--- config.mk ---
export PLATFORM = sky130hd
export DESIGN_NAME = spd_bank_ptr
export DESIGN_NICKNAME = d
export VERILOG_FILES = /design/src/rtl/spd_ptr_pkg.sv /design/src/rtl/spd_bank_reg.sv /design/src/rtl/spd_byte_ptr.sv /design/src/rtl/spd_rd_track.sv /design/src/rtl/spd_bank_ptr.sv
export SDC_FILE = /design/constraint.sdc
export NUM_CORES = 1
export LEC_CHECK = 0
export CAP_MARGIN = 25
export CORE_ASPECT_RATIO = 0.9
export CORE_MARGIN = 2
export CORE_UTILIZATION = 43
export DETAILED_ROUTE_END_ITERATION = 8
export PLACE_DENSITY = 0.79
export SETUP_SLACK_MARGIN = 0.4
export SYNTH_ARGS = -nofsm -noshare
export SYNTH_HDL_FRONTEND = slang
export SYNTH_SLANG_ARGS = --single-unit
--- constraint.sdc ---
create_clock -name clk_i -period 2.4 [get_ports clk_i]
set_input_delay 0.48 -clock clk_i [delete_from_list [all_inputs] [get_ports clk_i]]
set_output_delay 0.48 -clock clk_i [all_outputs]
set_load 0.05 [all_outputs]
--- src/rtl/spd_ptr_pkg.sv ---
package spd_ptr_pkg;
  typedef enum logic {
    BANK_LO = 1'b0,
    BANK_HI = 1'b1
  } bank_e;

  function automatic bank_e next_bank(bank_e cur, logic up, logic lo);
    if (up && !lo) return BANK_HI;
    if (lo && !up) return BANK_LO;
    return cur;
  endfunction
endpackage

--- src/rtl/spd_bank_reg.sv ---
module spd_bank_reg
  import spd_ptr_pkg::*;
(
  input  logic  clk_i,
  input  logic  rst_ni,
  input  logic  set_upper_i,
  input  logic  set_lower_i,
  input  logic  query_i,
  output bank_e bank_o,
  output logic  rsp_vld_o,
  output logic  rsp_o
);
  bank_e bank_q;
  logic  rsp_vld_q, rsp_q;

  always_ff @(posedge clk_i or negedge rst_ni) begin
    if (!rst_ni) begin
      bank_q    <= BANK_LO;
      rsp_vld_q <= 1'b0;
      rsp_q     <= 1'b0;
    end else begin
      bank_q    <= next_bank(bank_q, set_upper_i, set_lower_i);
      rsp_vld_q <= query_i;
      // response reports bank before any same-cycle select
      if (query_i) rsp_q <= bank_q;
    end
  end

  assign bank_o    = bank_q;
  assign rsp_vld_o = rsp_vld_q;
  assign rsp_o     = rsp_q;
endmodule

--- src/rtl/spd_byte_ptr.sv ---
module spd_byte_ptr #(
  parameter int unsigned PTR_W = 8
) (
  input  logic             clk_i,
  input  logic             rst_ni,
  input  logic             load_i,
  input  logic [PTR_W-1:0] byte_i,
  input  logic             step_i,
  output logic [PTR_W-1:0] ptr_o
);
  logic [PTR_W-1:0] ptr_q, ptr_d;

  always_comb begin
    ptr_d = ptr_q;
    if (load_i)      ptr_d = byte_i;
    else if (step_i) ptr_d = ptr_q + 1'b1; // natural wrap stays in bank
  end

  always_ff @(posedge clk_i or negedge rst_ni) begin
    if (!rst_ni) ptr_q <= '0;
    else         ptr_q <= ptr_d;
  end

  assign ptr_o = ptr_q;
endmodule

--- src/rtl/spd_rd_track.sv ---
module spd_rd_track (
  input  logic clk_i,
  input  logic rst_ni,
  input  logic load_i,
  input  logic sent_i,
  input  logic ack_i,
  input  logic stop_i,
  output logic more_o,
  output logic done_o
);
  logic more_q, nack_q, done_q;

  always_ff @(posedge clk_i or negedge rst_ni) begin
    if (!rst_ni) begin
      more_q <= 1'b0;
      nack_q <= 1'b0;
      done_q <= 1'b0;
    end else begin
      done_q <= stop_i & nack_q;
      if (load_i || stop_i) begin
        more_q <= 1'b0;
        nack_q <= 1'b0;
      end else if (sent_i) begin
        more_q <= ack_i;
        nack_q <= ~ack_i;
      end
    end
  end

  assign more_o = more_q;
  assign done_o = done_q;
endmodule

--- src/rtl/spd_bank_ptr.sv ---
module spd_bank_ptr
  import spd_ptr_pkg::*;
#(
  parameter int unsigned PTR_W = 8
) (
  input  logic             clk_i,
  input  logic             rst_ni,
  input  logic             addr_load_i,
  input  logic [PTR_W-1:0] addr_byte_i,
  input  logic             byte_sent_i,
  input  logic             master_ack_i,
  input  logic             stop_i,
  input  logic             set_upper_i,
  input  logic             set_lower_i,
  input  logic             query_bank_i,
  output logic [PTR_W:0]   rd_addr_o,
  output logic             bank_o,
  output logic             more_o,
  output logic             rd_done_o,
  output logic             bank_rsp_vld_o,
  output logic             bank_rsp_o
);
  localparam int unsigned AW = PTR_W + 1;

  bank_e            bank;
  logic [PTR_W-1:0] ptr;
  logic [AW-1:0]    addr;

  spd_bank_reg u_bank (
    .clk_i       (clk_i),
    .rst_ni      (rst_ni),
    .set_upper_i (set_upper_i),
    .set_lower_i (set_lower_i),
    .query_i     (query_bank_i),
    .bank_o      (bank),
    .rsp_vld_o   (bank_rsp_vld_o),
    .rsp_o       (bank_rsp_o)
  );

  spd_byte_ptr #(.PTR_W(PTR_W)) u_ptr (
    .clk_i  (clk_i),
    .rst_ni (rst_ni),
    .load_i (addr_load_i),
    .byte_i (addr_byte_i),
    .step_i (byte_sent_i),
    .ptr_o  (ptr)
  );

  spd_rd_track u_trk (
    .clk_i  (clk_i),
    .rst_ni (rst_ni),
    .load_i (addr_load_i),
    .sent_i (byte_sent_i),
    .ack_i  (master_ack_i),
    .stop_i (stop_i),
    .more_o (more_o),
    .done_o (rd_done_o)
  );

  assign addr      = {bank, ptr};
  assign rd_addr_o = addr;
  assign bank_o    = bank;
endmodule

==> metrics.md <==
| Metric | Value |
|---|---|
| Via density | 4.88 |
| Number of antenna violations at the first check in global routing | 0 |
| Syn Nets | 85 |
| Clk slew on worst S/H paths | 0.08 ns |
| GPL Wtd Cong | 0.687 |
| Initial Util | 0.467 |
| Pwr dens | 603 nW/um^2 |
| Flop pwr share | 0.461 |
| Critical setup path kind | reg -> out |
| CP bufs+invs | 1 |
| CP max stage delay | 0.81 ns |
| Fin nets | 117 |
| Crit path max fanout | 4 |
| All-Layer GR Usage | 0.164 |
| Arr. time, crit path | 1.46 ns |
| Final setup viols | 0 |
| Simple-gate share of the synthesized area | 0.221 |
| H-tree levels | 1 |
| Core area | 1480 um^2 |
| Synth Register Bits | 14 |
| Vias in the first global route | 539 |
| Lkg Pwr | 0.456 nW |
| Max_cap viols | 0 |
| Area delta synth->final | 47.6% |
| Clk_lat worst skew | 0.27 ns |
| Clock share of power | 0.202 |
| Maximum VDD drop | 0.000489 V |
| Worst path top cell family by delay | buffers and inverters |
| Drt wl/cell | 11.6 um |
| Dpl hpwl | 1050 um |
| CP Launch Type | flip-flop |
| Boundary Pins | 31 |
| Critical Path End Type | primary output |
| Fin util | 0.689 |
| Longest Clk Path Bufs | 2 |
| Number of library cell types mapped by synthesis | 21 |
| Fin crit share | 0.809 |
| Clock Tree Root | clkbuf_4 |
| Int Pwr | 0.000395 W |
| Logic pwr share | 0.337 |
| Hold buffer count at CTS | 0 |
| FMAX | 0.515 GHz |
| Avg Inst Size Synth | 10.5 um^2 |
| RSZ-0062 raised after global routing | no |
| DRT Pass-1 Iters | 4 |
| Worst-margin pin slew | 0.614 ns |
| Cts bufs inserted | 3 |
| Post-Syn Area | 691 um^2 |
| Gate Count Post-Synth | 66 |
| Slew Limit Headroom | 0.589 |
| Largest family of logic cells by synthesized area | simple AND/OR/NAND/NOR gates |
| Synth Area in XOR/XNOR | 0.0507 |
| Hold Fails Final Rpt | 0 |
| Critical path cell sequence | clkdlybuf4s50_1 |
| Fin. max-slew vios | 0 |
| Fraction of layout cells with a size suffix above 1 | 0.0625 |
| DP Worst Slack | 0.366 ns |
| Initial DRC Count | 14 |
| DIE HEIGHT | 42.0 um |
| Antenna cells | 0 |
| Mux cell area share after synthesis | 0.0598 |
| DRC viols | 0 |
| Compound-Gate Fraction of Synth Area | 0.0707 |
| Die area | 1940 um^2 |
| Grt ovf | 0 |
| Outcome | complete, no violations |
| DRT antenna net count | 0 |
| Total Neg Setup Slack | 0 ns |
| Sw Ratio | 0.358 |
| Clock sinks | 14 |
| WL final | 1360 um |
| CP Data Required Time | 1.92 ns |
| Setup Buffers After CTS | 0 |
| Worst Clk Skew | 0.00257 ns |
| Worst min-delay path class | reg -> reg |
| Via count | 576 |
| Die W | 46.2 um |
| Worst hold slack | 0.507 ns |
| Crit path time final | 1.94 ns |
| Final worst-path setup slack | 0.458 ns |
| Global-route wire length before repair | 2280 um |
| Largest net degree at the start of global routing | 15 |
| CP max-delay cell | clkdlybuf4s50_1 |
| Port bufs | 30 |
| Ys Warns | 0 |
| Synth Area in Adders | 0.0362 |
| NetSw | 0.000220 W |
| CTS tree | built |
| Sequential-to-total area share from yosys stat | 0.507 |
| Cell Rows | 13 |
==> final cells by class <==
| class | count | area, um^2 |
|---|---|---|
| fillers | 117 | 460 |
| flip-flops and latches | 14 | 350 |
| repair buffers | 31 | 309 |
| multi-input cells | 46 | 303 |
| well taps | 22 | 27.5 |
| clock buffers | 3 | 22.5 |
| inverters | 2 | 7.51 |
==> timing repair <==
item | 4_1_cts | 5_1_grt
gates resized for setup | 5 | 3
setup endpoints to repair | 5 | 3
pin swaps | 0 | 0
==> cells in the mapped netlist <==
| cell type | instances | area share |
|---|---|---|
| nand2_1 | 10 | 0.054 |
| and2_1 | 1 | 0.0091 |
| ha_1 | 2 | 0.036 |
| nand3_1 | 5 | 0.036 |
| o21ai_0 | 8 | 0.058 |
| nand4_4 | 1 | 0.031 |
| or4_1 | 3 | 0.033 |
| a2111oi_0 | 1 | 0.013 |
| nor3_1 | 1 | 0.0072 |
| nor2b_1 | 3 | 0.027 |
| nor2_1 | 1 | 0.0054 |
| dfrtp_1 | 14 | 0.51 |
| buf_6 | 1 | 0.016 |
| buf_4 | 2 | 0.022 |
| xor2_1 | 3 | 0.038 |
| mux2_2 | 1 | 0.016 |
| nand4_1 | 2 | 0.018 |
| xnor2_1 | 1 | 0.013 |
| inv_1 | 2 | 0.011 |
| clkbuf_1 | 1 | 0.0054 |
| mux2i_1 | 3 | 0.043 |
==> logic make-up (layout without fill, tap and decap cells) <==
logic type	count (synthesis)	count (layout)
simple gates	27	27
flops	14	14
compound gates	9	9
buf+inv	6	36
xor+xnor	4	4
mux	4	4
fa+ha+maj	2	2
==> state kept, by name, summed over array words and instances (netlist names) <==
name,count
u_ptr.ptr_o,8
u_trk.more_o,1
u_bank.rsp_o,1
u_bank.rsp_vld_o,1
u_trk.nack_q,1
u_bank.bank_o,1
u_trk.done_o,1
==> final timing paths <==
kind | from | endpoint | slack [ns] | cells past startpoint
worst min-delay path | u_trk.nack_q | u_trk.done_o | 0.51 | 1
worst min register to register | u_trk.nack_q | u_trk.done_o | 0.51 | 1
worst max register to register | u_ptr.ptr_o[0] | u_ptr.ptr_o[6] | 0.98 | 4
min in group asynchronous | rst_ni | u_trk.done_o | 0.59 | 1
max in group asynchronous | rst_ni | u_bank.bank_o | 1.41 | 1
worst max-delay path | u_ptr.ptr_o[6] | rd_addr_o[6] | 0.46 | 1
==> cell usage in the layout (no fill, tap or decap) <==
master and count:
clkbuf_4 3, or4_1 3, dlymetal6s2s_1 3, nand4_4 1, xor2_1 3, dlygate4sd2_1 5, o21ai_0 8, nor3_1 1
clkdlybuf4s50_1 22, mux2_2 1, buf_4 1, a2111oi_0 1, and2_1 1, dfrtp_1 14, nand3_1 5, nor2b_1 3
nand2_1 10, inv_1 2, nand4_1 2, nor2_1 1, xnor2_1 1, mux2i_1 3, ha_1 2
==> power groups by stage <==
stage | clock network [W] | registers [W] | logic (W)
2_1_floorplan | 0 | 0.000361 | 0.0000569
3_3_place_gp | 0 | 0.000288 | 0.000213
3_5_place_dp | 0 | 0.000288 | 0.000216
4_1_cts | 0.000130 | 0.000284 | 0.000209
5_1_grt | 0.000141 | 0.000287 | 0.000219
6_report | 0.000124 | 0.000284 | 0.000207
==> per-stage QoR <==
stage	cell area [um^2]	power [W]	cells
CTS	1010	0.000623	118
floorplan	691	0.000418	66
global route	1020	0.000648	118
detailed placement	996	0.000504	115
finish	1020	0.000615	118
global placement	996	0.000501	115
==> metal layers <==
metal	vias to the layer above	part of all wire	track usage
met1	264	0.43	0.201
li1	292	-	-
met3	2	0.061	0.0690
met5	-	0	0
met2	18	0.49	0.256
met4	0	0.0088	0.0514
No activity file was read; power rests on OpenSTA's default activity.
